<file path="src/rtl/alm_pkg.sv">
package alm_pkg;
    localparam int REG_W  = 8;
    localparam int ADDR_W = 4;
    localparam int SEC_W  = 7;
    localparam int MIN_W  = 7;
    localparam int HR_W   = 6;
    localparam int DAY_W  = 6;
    localparam int N_ALM  = 4;

    localparam logic [ADDR_W-1:0] A_FLAGS = 4'h0;
    localparam logic [ADDR_W-1:0] A_ASEC  = 4'h2;
    localparam logic [ADDR_W-1:0] A_AMIN  = 4'h3;
    localparam logic [ADDR_W-1:0] A_AHR   = 4'h4;
    localparam logic [ADDR_W-1:0] A_ADAY  = 4'h5;
    localparam logic [ADDR_W-1:0] A_IEN   = 4'h6;

    localparam int B_WDF  = 7;
    localparam int B_AF   = 6;
    localparam int B_BLF  = 4;
    localparam int B_AE   = 7;
    localparam int B_ABE  = 5;
    localparam int B_MASK = 7;
    localparam int B_WDS  = 7;

    typedef enum logic [2:0] {
        RATE_TICK,
        RATE_S,
        RATE_MS,
        RATE_HMS,
        RATE_DHMS
    } rate_e;

    typedef struct packed {
        logic [DAY_W-1:0] day;
        logic [HR_W-1:0]  hr;
        logic [MIN_W-1:0] mn;
        logic [SEC_W-1:0] sec;
    } tod_t;

    // mask order: {day, hr, mn, sec}
    function automatic rate_e decode_rate(input logic [N_ALM-1:0] m);
        case (m)
            4'b1111: return RATE_TICK;
            4'b1110: return RATE_S;
            4'b1100: return RATE_MS;
            4'b1000: return RATE_HMS;
            4'b0000: return RATE_DHMS;
            default: return RATE_TICK;
        endcase
    endfunction
endpackage

</file>
<file path="src/rtl/alm_regs.sv">
module alm_regs
    import alm_pkg::*;
(
    input  logic              clk,
    input  logic              rst,
    input  logic              wr_en,
    input  logic              rd_en,
    input  logic [ADDR_W-1:0] addr,
    input  logic [REG_W-1:0]  wdata,
    input  logic              af,
    input  logic              blf,
    input  logic              wdf,
    output logic [REG_W-1:0]  rdata,
    output tod_t              alarm,
    output logic [N_ALM-1:0]  mask,
    output logic              ae,
    output logic              abe
);
    logic [REG_W-1:0] alm_q [N_ALM];
    logic [REG_W-1:0] ien_q;

    for (genvar g = 0; g < N_ALM; g++) begin : g_alm
        always_ff @(posedge clk) begin
            if (rst)
                alm_q[g] <= '0;
            else if (wr_en && addr == A_ASEC + ADDR_W'(g))
                alm_q[g] <= wdata;
        end
        assign mask[g] = alm_q[g][B_MASK];
    end

    always_ff @(posedge clk) begin
        if (rst)
            ien_q <= '0;
        else if (wr_en && addr == A_IEN)
            ien_q <= wdata;
    end

    assign alarm.sec = alm_q[0][SEC_W-1:0];
    assign alarm.mn  = alm_q[1][MIN_W-1:0];
    assign alarm.hr  = alm_q[2][HR_W-1:0];
    assign alarm.day = alm_q[3][DAY_W-1:0];
    assign ae        = ien_q[B_AE];
    assign abe       = ien_q[B_ABE];

    always_comb begin
        rdata = '0;
        if (rd_en) begin
            case (addr)
                A_FLAGS: begin
                    rdata[B_WDF] = wdf;
                    rdata[B_AF]  = af;
                    rdata[B_BLF] = blf;
                end
                A_ASEC:  rdata = alm_q[0];
                A_AMIN:  rdata = alm_q[1];
                A_AHR:   rdata = alm_q[2];
                A_ADAY:  rdata = alm_q[3];
                A_IEN:   rdata = ien_q;
                default: rdata = '0;
            endcase
        end
    end
endmodule

</file>
<file path="src/rtl/alm_match.sv">
module alm_match
    import alm_pkg::*;
(
    input  logic             tick,
    input  tod_t             now,
    input  tod_t             alarm,
    input  logic [N_ALM-1:0] mask,
    output logic             hit
);
    rate_e rate;
    logic  s_eq, m_eq, h_eq, d_eq;

    always_comb begin
        s_eq = (now.sec == alarm.sec);
        m_eq = (now.mn  == alarm.mn);
        h_eq = (now.hr  == alarm.hr);
        d_eq = (now.day == alarm.day);
        rate = decode_rate(mask);
        case (rate)
            RATE_TICK: hit = tick;
            RATE_S:    hit = tick && s_eq;
            RATE_MS:   hit = tick && s_eq && m_eq;
            RATE_HMS:  hit = tick && s_eq && m_eq && h_eq;
            RATE_DHMS: hit = tick && s_eq && m_eq && h_eq && d_eq;
            default:   hit = tick;
        endcase
    end
endmodule

</file>
<file path="src/rtl/alm_pin.sv">
module alm_pin
    import alm_pkg::*;
(
    input  logic             clk,
    input  logic             rst,
    input  logic             hit,
    input  logic             bus_act,
    input  logic             flags_sel,
    input  logic             ae,
    input  logic             abe,
    input  logic             batt,
    input  logic             wdog_irq,
    input  logic             ft_bit,
    input  logic [REG_W-1:0] wdog_reg,
    input  logic             clk512,
    output logic             af,
    output logic             irq_n
);
    logic af_q, acc_q;
    logic flags_busy, acc_end, alarm_drv, ft_mode;

    assign flags_busy = bus_act && flags_sel;
    assign acc_end    = acc_q && !flags_busy;

    always_ff @(posedge clk) begin
        if (rst) begin
            af_q  <= 1'b0;
            acc_q <= 1'b0;
        end else begin
            acc_q <= flags_busy;
            if (hit)
                af_q <= 1'b1;          // a new match beats the clear
            else if (acc_end)
                af_q <= 1'b0;
        end
    end

    always_comb begin
        alarm_drv = af_q && ae && (!batt || abe) && !flags_busy && !acc_q;
        ft_mode   = ft_bit && !ae && (wdog_reg[B_WDS] || wdog_reg == '0);
        if (alarm_drv || wdog_irq)
            irq_n = 1'b0;
        else if (ft_mode)
            irq_n = clk512;
        else
            irq_n = 1'b1;
    end

    assign af = af_q;
endmodule

</file>
<file path="src/rtl/alarm_irq_gen.sv">
module alarm_irq_gen
    import alm_pkg::*;
(
    input  logic              clk,
    input  logic              rst,
    input  logic              tick_1hz,
    input  logic [SEC_W-1:0]  now_sec,
    input  logic [MIN_W-1:0]  now_min,
    input  logic [HR_W-1:0]   now_hour,
    input  logic [DAY_W-1:0]  now_date,
    input  logic              wdog_irq,
    input  logic [REG_W-1:0]  wdog_reg,
    input  logic              ft_bit,
    input  logic              clk512,
    input  logic              batt_mode,
    input  logic              batt_low,
    input  logic              bus_cyc,
    input  logic              bus_we,
    input  logic [ADDR_W-1:0] bus_addr,
    input  logic [REG_W-1:0]  bus_wdata,
    output logic [REG_W-1:0]  bus_rdata,
    output logic              irq_n
);
    logic             bus_act, wr_en, flags_sel, hit_w, af_w, ae_w, abe_w;
    logic [N_ALM-1:0] mask_w;
    tod_t             alarm_w, now_w;

    assign bus_act   = bus_cyc && !batt_mode;
    assign wr_en     = bus_act && bus_we;
    assign flags_sel = (bus_addr == A_FLAGS);
    assign now_w     = '{day: now_date, hr: now_hour, mn: now_min, sec: now_sec};

    alm_regs u_regs (
        .clk(clk), .rst(rst), .wr_en(wr_en), .rd_en(bus_act),
        .addr(bus_addr), .wdata(bus_wdata),
        .af(af_w), .blf(batt_low), .wdf(wdog_irq),
        .rdata(bus_rdata), .alarm(alarm_w), .mask(mask_w),
        .ae(ae_w), .abe(abe_w)
    );

    alm_match u_match (
        .tick(tick_1hz), .now(now_w), .alarm(alarm_w),
        .mask(mask_w), .hit(hit_w)
    );

    alm_pin u_pin (
        .clk(clk), .rst(rst), .hit(hit_w), .bus_act(bus_act),
        .flags_sel(flags_sel), .ae(ae_w), .abe(abe_w), .batt(batt_mode),
        .wdog_irq(wdog_irq), .ft_bit(ft_bit), .wdog_reg(wdog_reg),
        .clk512(clk512), .af(af_w), .irq_n(irq_n)
    );
endmodule

</file>
<file path="config.mk">
export PLATFORM = sky130hd
export DESIGN_NAME = alarm_irq_gen
export DESIGN_NICKNAME = d
export VERILOG_FILES = /design/src/rtl/alm_pkg.sv /design/src/rtl/alm_regs.sv /design/src/rtl/alm_match.sv /design/src/rtl/alm_pin.sv /design/src/rtl/alarm_irq_gen.sv
export SDC_FILE = /design/constraint.sdc
export NUM_CORES = 1
export LEC_CHECK = 0
export BUFFER_PORTS_ARGS = -buffer_cell sky130_fd_sc_hd__buf_4
export CAP_MARGIN = 10
export CORE_UTILIZATION = 40
export CTS_CLUSTER_DIAMETER = 40
export DETAILED_ROUTE_END_ITERATION = 8
export GPL_TIMING_DRIVEN = 1
export HOLD_SLACK_MARGIN = 0.02
export PLACE_DENSITY = 0.74
export SLEW_MARGIN = 20
export SYNTH_ARGS = -nofsm -noshare
export SYNTH_HDL_FRONTEND = slang
export SYNTH_SLANG_ARGS = --single-unit
</file>
<file path="constraint.sdc">
create_clock -name clk -period 3.2 [get_ports clk]
set_clock_uncertainty 0.15 [all_clocks]
set_input_delay 0.96 -clock clk [delete_from_list [all_inputs] [get_ports clk]]
set_output_delay 0.96 -clock clk [all_outputs]
set_load 0.01 [all_outputs]
</file>
**Yosys cells after proc, flatten, opt, wreduce, memory -nomap -nowiden**

Memories as Yosys holds them, arrays and structs flattened.
Cells that the tools add are included.

- Memories: 1
- RAM bits: 32
- Flip-flop bits (word level): 10
- Logic and storage cells: 83
- Output and inout bits: 9
- Bits in latches: 0
- Bits in read-only memories: 0

Memories:

| name | depth | bits a word | rd ports | clocked after memory_dff | write ports | RTL line | text |
|---|---|---|---|---|---|---|---|
| u_regs.alm_q | 4 | 8 | 4 | 0 | 4 | alm_regs.sv:19 | `logic [REG_W-1:0] alm_q [N_ALM];` |

- Muxes and demuxes: 29
- Eq/ne operators: 16
- Div/mod/pow operators: 0
- $mul: 0
- Reduce and logical (&&, ||, !) cells: 30
- $add $sub $neg: 0
- $lt $le $gt $ge: 0
- Shift operators: 0
- Bitwise operators: 4

Operator list:

| kind | number |
|---|---|
| $mux W8 | 5 |
| $pmux W4 S5 | 1 |
| $logic_and A1 B1 Y1 | 19 |
| $mux W1 | 18 |
| $eq A7 B7 Y1 | 2 |
| $eq A4 B3 Y1 const B | 3 |
| $eq A4 B4 Y1 const B | 3 |
| $eq A6 B6 Y1 | 2 |
| $pmux W2 S6 | 1 |
| $pmux W3 S4 | 1 |
| $eq A4 B2 Y1 const B | 2 |
| $logic_not A4 Y1 | 2 |
| $logic_not A8 Y1 | 1 |
| $eq A3 B2 Y1 const B | 2 |
| $pmux W1 S6 | 1 |
| $pmux W1 S5 | 1 |
| $logic_not A1 Y1 | 4 |
| $or A1 B1 Y1 | 4 |
| $pmux W1 S4 | 1 |
| $eq A3 B1 Y1 const B | 1 |
| $eq A3 B3 Y1 const B | 1 |
| $logic_or A1 B1 Y1 | 3 |
| $reduce_bool A2 Y1 | 1 |

**Depth between registers and ports, before layout**

Gate-level depths: netlist (run 1).

- Depth in word-level cells: 8
- Mapped depth: 6
- Gate-level depth less buffers: 5

**Modules after synthesis**

Synthesis (run 1) repeated with hierarchy kept, for this count alone.

- Cell total of the unflattened synthesis: 260
- Area, all modules: 2768.9 um^2

By module, submodules not included:

| module | area each (um^2) | sequential area each (um^2) | cells each | instances |
|---|---|---|---|---|
| alm_regs | 2269.7 | 1121.1 | 200 | 1 |
| alm_match | 347.8 | 0.0 | 43 | 1 |
| alm_pin | 123.9 | 40.0 | 14 | 1 |
| alarm_irq_gen | 27.5 | 0.0 | 3 | 1 |

**Worst setup path after synthesis (run 1)**

OpenSTA, ideal clock, no wires.

- Path kind: input -> output
- Start point: input port bus_cyc
- End point: output port bus_rdata[4]
- Path buffers: 0
- Path slack: 0.041 ns
- Arrival: 2.049 ns
- Required time: 2.090 ns
- Stages: 5
- Cells stage by stage: nor2b_1 > o21ai_0 > a311o_1 > and2_1 > a21oi_1

- Word-level cells in the longest chain between the ends: 2

Ends and longest elaborated chain:

| what | RTL line | text |
|---|---|---|
| start, declared | alarm_irq_gen.sv:17 | `input logic bus_cyc,` |
| $logic_and A1 B1 Y1 | alarm_irq_gen.sv:28 | `assign bus_act = bus_cyc && !batt_mode;` |
| $mux W8 | alm_regs.sv:48 | `if (rd_en) begin` |
| end, declared | alarm_irq_gen.sv:21 | `output logic [REG_W-1:0] bus_rdata,` |

Every way passes these cells.

**Worst setup path in the final report (run 1)**

- Start point: input port batt_mode
- End point: output port bus_rdata[7]

- Word-level cells in the longest chain between the ends: 3

Ends and longest elaborated chain:

| what | RTL line | text |
|---|---|---|
| start, declared | alarm_irq_gen.sv:15 | `input logic batt_mode,` |
| $logic_not A1 Y1 | alarm_irq_gen.sv:28 |  |
| $logic_and A1 B1 Y1 | alarm_irq_gen.sv:28 |  |
| $mux W8 | alm_regs.sv:48 |  |

Every way passes these cells.

==> summary.txt, run 1 <==
largest net degree at the start of global routing: 19
CTS Sinks: 42
placed insts: 381
Final setup viols: 1
Pre-antenna DRT Iters: 5
final hold violation count: 0
maximum operating frequency: 312.0 MHz
Starting Density: 41.43%
max_slew headroom: 61.85%
register area: 1161 um2
CP Cell Sequence: buf_4 > nor2b_2 > o21ai_1 > a311o_1 > and2_1 > a21oi_1 > buf_4
Leak: 0.001271 uW
Total GRT Usage: 22.35%
Setup crit end kind: primary output
final wirelength: 6691 um
gr ovfl total: 0
post-CTS setup buffer count: 0
cts bufs inserted: 5
multi-input logic area: 1272 um2
max-cap violations: 0
violated checks: setup timing
CP required: 2090 ps
DP Wirelength: 5237 um
worst setup margin: -5.344 ps
die area: 6413 um2
Synth Flop Type: edfxtp_1
status: finished, violations left
clk_lat worst skew: 300 ps
Slew Viols, Final: 0
#FFs+latches synth: 42
Slowest-stage cell, CP: a311o_1
fill count: 533
DRT iter0 DRCs: 143
vias in the first global route: 2145
Mapped Cells: 233
DRC: 0
setup TNS: -5.344 ps
Internal: 891.7 uW
Sw Pwr: 293.7 uW
most frequent cells in the layout: buf_4 (78), and2_1 (33), edfxtp_1 (32), nor2_1 (22)
Worst Max-Slew Pin Slew: 572.2 ps
Data arrival, critical path: 2100 ps
total core area: 5886 um2
number of I/O port buffers: 64
Max clock buf depth: 2
vias post-DR: 2105
CP peak stage delay: 310 ps
switching fraction of total power: 24.78%
nature of the critical path startpoint: primary input
first-pass GRT wire length: 10420 um
diode count: 0
register share of total power: 53.0%
Distinct cells, synth: 45
clock-pin slew on the worst setup and hold paths: 70 ps
layout cell share with drive strength beyond 1: 35.14%
drt via density: 5.425
Avg Cell Area, Syn: 10.47 um2
CTS tree: built
Die Ht: 80.08 um
Tcrit/Tclk final: 100.2%
wire per inst: 17.24 um
maximum fanout along the worst path: 3
antenna violations before repair: 0
Syn Nets: 289
post-layout net count: 368
fin cells: 388
Post-synth EDFFs: 32
Peak VDD IR: 0.2038 mV
IO Count: 65
crit path time final: 3205 ps
Comb pwr share: 16.9%
commonest non-fill, non-tap cell in the layout: buf_4
CTS Root Cell: clkbuf_8
unrepaired setup endpoints after global routing: yes
Cell Area, Synth: 2439 um2
H-tree Lvls: 2
Hold Path Class: reg2reg
area grow syn2layout: 34.68%
Routed Antenna Nets: 0
clock network power share: 30.1%
Syn. warnings: 0
crit path kind: in2out
sequential share of the synthesized area: 47.61%
gp weighted congestion: 0.8983
P per Cell Area: 360.9 nW/um2
CP dominant cell by count: buf_4
die width: 80.08 um
asr flop ratio synth: 0%
FP Rows: 28
==> cell usage after synthesis, types with 2 or more instances <==
master    number  area (um2)
o21ai_0        6       30.03
a21oi_1        5       25.02
edfxtp_1      32       960.9
dfxtp_1       10       200.2
o21bai_1       2       15.01
mux2i_1       16       160.2
nand4_1        2       12.51
a31oi_1        3       18.77
nor3_1         4       20.02
nand2b_1       2       12.51
xnor2_1       11       96.34
nor4_1         4       25.02
and2_1        33       206.5
xor2_1        15       131.4
a222oi_1       6       60.06
buf_4          2       15.01
nor2_1        24       90.09
a21o_1         2       15.01
nor2b_1        4       25.02
a22oi_1        2       15.01
clkbuf_1       6       22.52
buf_2          3       15.01
inv_1          3       11.26
nand2_1       11       41.29
or4_1          2       15.01
nand3_1        4       20.02
==> per-stage QoR <==
| step | instance area (um2) | hold WS (ps) | utilization, % | total power [uW] | setup slack (ps) |
|---|---|---|---|---|---|
| finish | 3284 | 368.1 | 55.80 | 1185 | -5.344 |
| global route | 3284 | 408.5 | 55.80 | 1220 | -40.15 |
| floorplan | 2439 | 304.4 | - | 719.8 | 41.09 |
| CTS | 3247 | 369.5 | 55.17 | 1177 | 18.01 |
| detailed placement | 3123 | 347.0 | 53.06 | 828.4 | -64.76 |
| global placement | 3123 | 318.5 | 53.06 | 825.4 | -73.86 |
==> state kept, by name, summed over array words and instances (netlist names) <==
signal	count
u_pin.acc_q	1
u_pin.af	1
u_regs.alm_q	32
u_regs.ien_q	8
==> logic make-up (layout without fill, tap and decap cells) <==
family / after synthesis / in the layout / share of synthesized area (%)
AND/OR/NAND/NOR: 101 / 101 / 23.40
AO/OA/AOI/OAI: 33 / 33 / 10.00
multiplexers: 17 / 17 / 7.029
flip-flops: 42 / 42 / 47.61
buffers and inverters: 14 / 94 / 2.616
XOR/XNOR: 26 / 26 / 9.338
==> cell type report <==
type,count,area share (%)
inverters,3,0.3429
multi-input cells,177,38.74
clock buffers,7,2.629
well taps,75,2.857
repair buffers,83,19.92
flip-flops and latches,42,35.35
clock inverters,1,0.1524
==> final timing paths <==
kind	from	depth (start not counted)	slack [ps]	end
setup / recovery	batt_mode	7	-5	bus_rdata[7]
hold / removal	u_regs.ien_q[2]$_SDFFE_PP0P_	2	370	u_regs.ien_q[2]$_SDFFE_PP0P_
setup reg to reg	u_regs.alm_q[1][4]$_SDFFCE_PN0P_	5	1220	u_pin.af$_SDFFE_PP0P_
hold reg to reg	u_regs.ien_q[2]$_SDFFE_PP0P_	2	370	u_regs.ien_q[2]$_SDFFE_PP0P_
==> routing by layer <==
layer,up-vias,share of wire (%),track usage (%)
met3,17,5.5,3.182
li1,1002,-,-
met4,0,2.6,9.821
met1,1011,39,24.35
met2,75,53,42.48
met5,-,0,0
==> power groups by stage <==
stage | Sequential, uW | Combinational [uW] | Clock (uW)
2_1_floorplan | 633 | 87.1 | 0
3_3_place_gp | 639 | 186 | 0
3_5_place_dp | 640 | 189 | 0
4_1_cts | 628 | 194 | 355
5_1_grt | 630 | 215 | 374
6_report | 628 | 200 | 357
==> critical path: cells and delay by family <==
kind            cells  cell delay [ps]
buf+inv             2              260
compound gates      3              540
simple gates        2              330
==> repair_timing <==
| action | 4_1_cts | 5_1_grt |
|---|---|---|
| resized for setup | 13 | 14 |
| hold buffers | 0 | 0 |
| pin swaps | 7 | 5 |
| endpoints found under the setup margin | 8 | 9 |
No activity file was read; power rests on OpenSTA's default activity.
==> inputs of run 2 (changes only) <==
- clock period: 3.2 -> 3.75 ns (I/O delays scaled with it)
==> run 2 against run 1 <==
  * The run now ends clean
  * Core utilization down 3.0 points
  * Non-clock buffer count down 11
  * Final cell count is 2.8% lower
  * Via count is 4.2% lower
  * Largest power group unchanged
==> summary.txt, run 2 (same netlist as run 1, synthesis figures left out) <==
Top Registers: u_regs.alm_q x32, u_regs.ien_q x8
number of I/O port buffers: 64 (unchanged)
worst min-delay path startpoint: u_regs.ien_q[6]$_SDFFE_PP0P_
largest net degree at the start of global routing: 21 (+2)
CP Buf/Inv Count: 3 (+1)
drt via density: 5.347 (-1.4%)
CTS tree: built
maximum operating frequency: 273.3 MHz
Largest register FFs: 32 (unchanged)
Top delay family on crit path: compound AO/OA/AOI/OAI gates
diode count: 0 (unchanged)
crit path time final: 3659 ps
worst setup margin: 90.77 ps (+96.12 ps)
IO Count: 65 (unchanged)
DP Wirelength: 5102 um (-2.6%)
H-tree Lvls: 2 (unchanged)
Leak: 0.001192 uW (-6.2%)
P per Cell Area: 311.9 nW/um2 (-14%)
gp weighted congestion: 0.8675 (-3.4%)
DRC: 0 (unchanged)
Reg2Reg Setup Slack: 1650 ps (+430 ps)
die width: 80.08 um (unchanged)
WHS Path Cells: 2 (unchanged)
Slew Viols, Final: 0 (unchanged)
layout cell share with drive strength beyond 1: 28.81% (-6.3 points)
first-pass GRT wire length: 9956 um (-4.4%)
cts bufs inserted: 5 (unchanged)
Worst Hold Slack: 366.0 ps (-2.108 ps)
Peak VDD IR: 0.1511 mV (-26%)
vias post-DR: 2016 (-4.2%)
fill count: 548 (+2.8%)
Post-DP Area: 3020 um2 (-3.3%)
wire per inst: 16.70 um (-3.2%)
FF-to-FF path depth: 5 (unchanged)
Setup crit end kind: primary output
Biggest register: u_regs.alm_q
DRT iter0 DRCs: 167 (+17%)
antenna violations before repair: 0 (unchanged)
clock-pin slew on the worst setup and hold paths: 70 ps (about the same)
Final setup viols: 0 (-1)
Slowest-stage cell, CP: a222oi_1
CP peak stage delay: 350 ps (+40 ps)
crit path kind: in2out
Starting Density: 41.43% (unchanged)
maximum fanout along the worst path: 11 (+8)
total core area: 5886 um2 (unchanged)
die area: 6413 um2 (unchanged)
Data arrival, critical path: 2380 ps (+280 ps)
final instance area: 3108 um2 (-5.4%)
vias in the first global route: 2069 (-3.5%)
pre-CTS WS: 108.2 ps (+173.0 ps)
most frequent cells in the layout: buf_4 (71), and2_1 (33), edfxtp_1 (32), nor2_1 (24), mux2i_1 (16)
CP dominant cell by count: buf_4
max_slew headroom: 47.81% (-14 points)
post-CTS setup buffer count: 0 (unchanged)
status: completed
final hold violation count: 0 (unchanged)
hold buffers post-CTS: 0 (unchanged)
CTS Sinks: 42 (unchanged)
Max clock buf depth: 2 (unchanged)
setup TNS: 0 ps (+5.344 ps)
final wirelength: 6295 um (-5.9%)
worst r2r dst: u_pin.af$_SDFFE_PP0P_
Worst Hold End: u_regs.ien_q[6]$_SDFFE_PP0P_
Routed Antenna Nets: 0 (unchanged)
R2R Path Start: u_regs.alm_q[1][4]$_SDFFCE_PN0P_
gr ovfl total: 0 (unchanged)
Hold Path Class: reg2reg
Worst Max-Slew Pin Slew: 781.2 ps (+209.0 ps)
overall power: 969.4 uW (-18%)
post-layout net count: 357 (-3.0%)
nature of the critical path startpoint: primary input
Pre-antenna DRT Iters: 4 (-1)
Tcrit/Tclk final: 97.58%
max-cap violations: 0 (unchanged)
FP Rows: 28 (unchanged)
area grow syn2layout: 27.45%
Critical Path Start: bus_addr[1]
CP Cell Sequence: buf_4 > buf_4 > nor2b_1 > a22o_1 > a222oi_1 > a21oi_1 > buf_4
Die Ht: 80.08 um (unchanged)
Resized cells post-CTS: 0 (-13)
unrepaired setup endpoints after global routing: no
clk_lat worst skew: 300 ps (about the same)
CTS Root Cell: clkbuf_8
commonest non-fill, non-tap cell in the layout: buf_4
CP required: 2470 ps (+380 ps)
Total GRT Usage: 21.45% (-0.90 points)
==> run 2: metal layers <==
layer | track usage [%] | vias to the layer above | wire length (um)
met3 | 4.205 | 19 | 377
met1 | 24.35 | 939 | 2456
met5 | 0 | - | 0
met2 | 38.29 | 77 | 3234
li1 | - | 981 | -
met4 | 10.36 | 0 | 227
==> run 2: worst max path at each step <==
stage,end,slack (ps),cells after the start
2_1_floorplan,bus_rdata[4],260,5
3_3_place_gp,bus_rdata[4],100,7
3_5_place_dp,bus_rdata[4],110,6
4_1_cts,bus_rdata[4],90,7
5_1_grt,bus_rdata[4],8,7
6_report,bus_rdata[4],90,7
==> run 2: layout make-up <==
| type | instances | area (um2) | area share, % |
|---|---|---|---|
| inverters | 3 | 11.26 | 0.3623 |
| clock buffers | 6 | 72.57 | 2.335 |
| flip-flops and latches | 42 | 1161 | 37.36 |
| well taps | 75 | 93.84 | 3.019 |
| repair buffers | 72 | 544.3 | 17.51 |
| clock inverters | 2 | 10.01 | 0.3221 |
| multi-input cells | 177 | 1215 | 39.09 |
==> run 2: report_power, final <==
| part | switching, uW | internal [uW] |
|---|---|---|
| sequential | 16.4 | 519 |
| combinational | 69.4 | 80.5 |
| clock | 155 | 129 |
| total | 241 | 729 |
==> run 2: worst reg2reg max path: cells and delay by family, from the launching register on <==
| kind | cells | cell delay, ps |
|---|---|---|
| AOI/OAI and AO/OA | 1 | 180 |
| xor gates and xnor gates | 1 | 190 |
| DFF | 1 | 420 |
| and+or+nand+nor | 3 | 1080 |
==> run 2: per-stage QoR <==
stage	cells	utilization [%]
3_5_place_dp	369	51.32
6_report	377	52.81
2_1_floorplan	233	-
3_3_place_gp	369	51.32
5_1_grt	377	52.81
4_1_cts	377	52.72
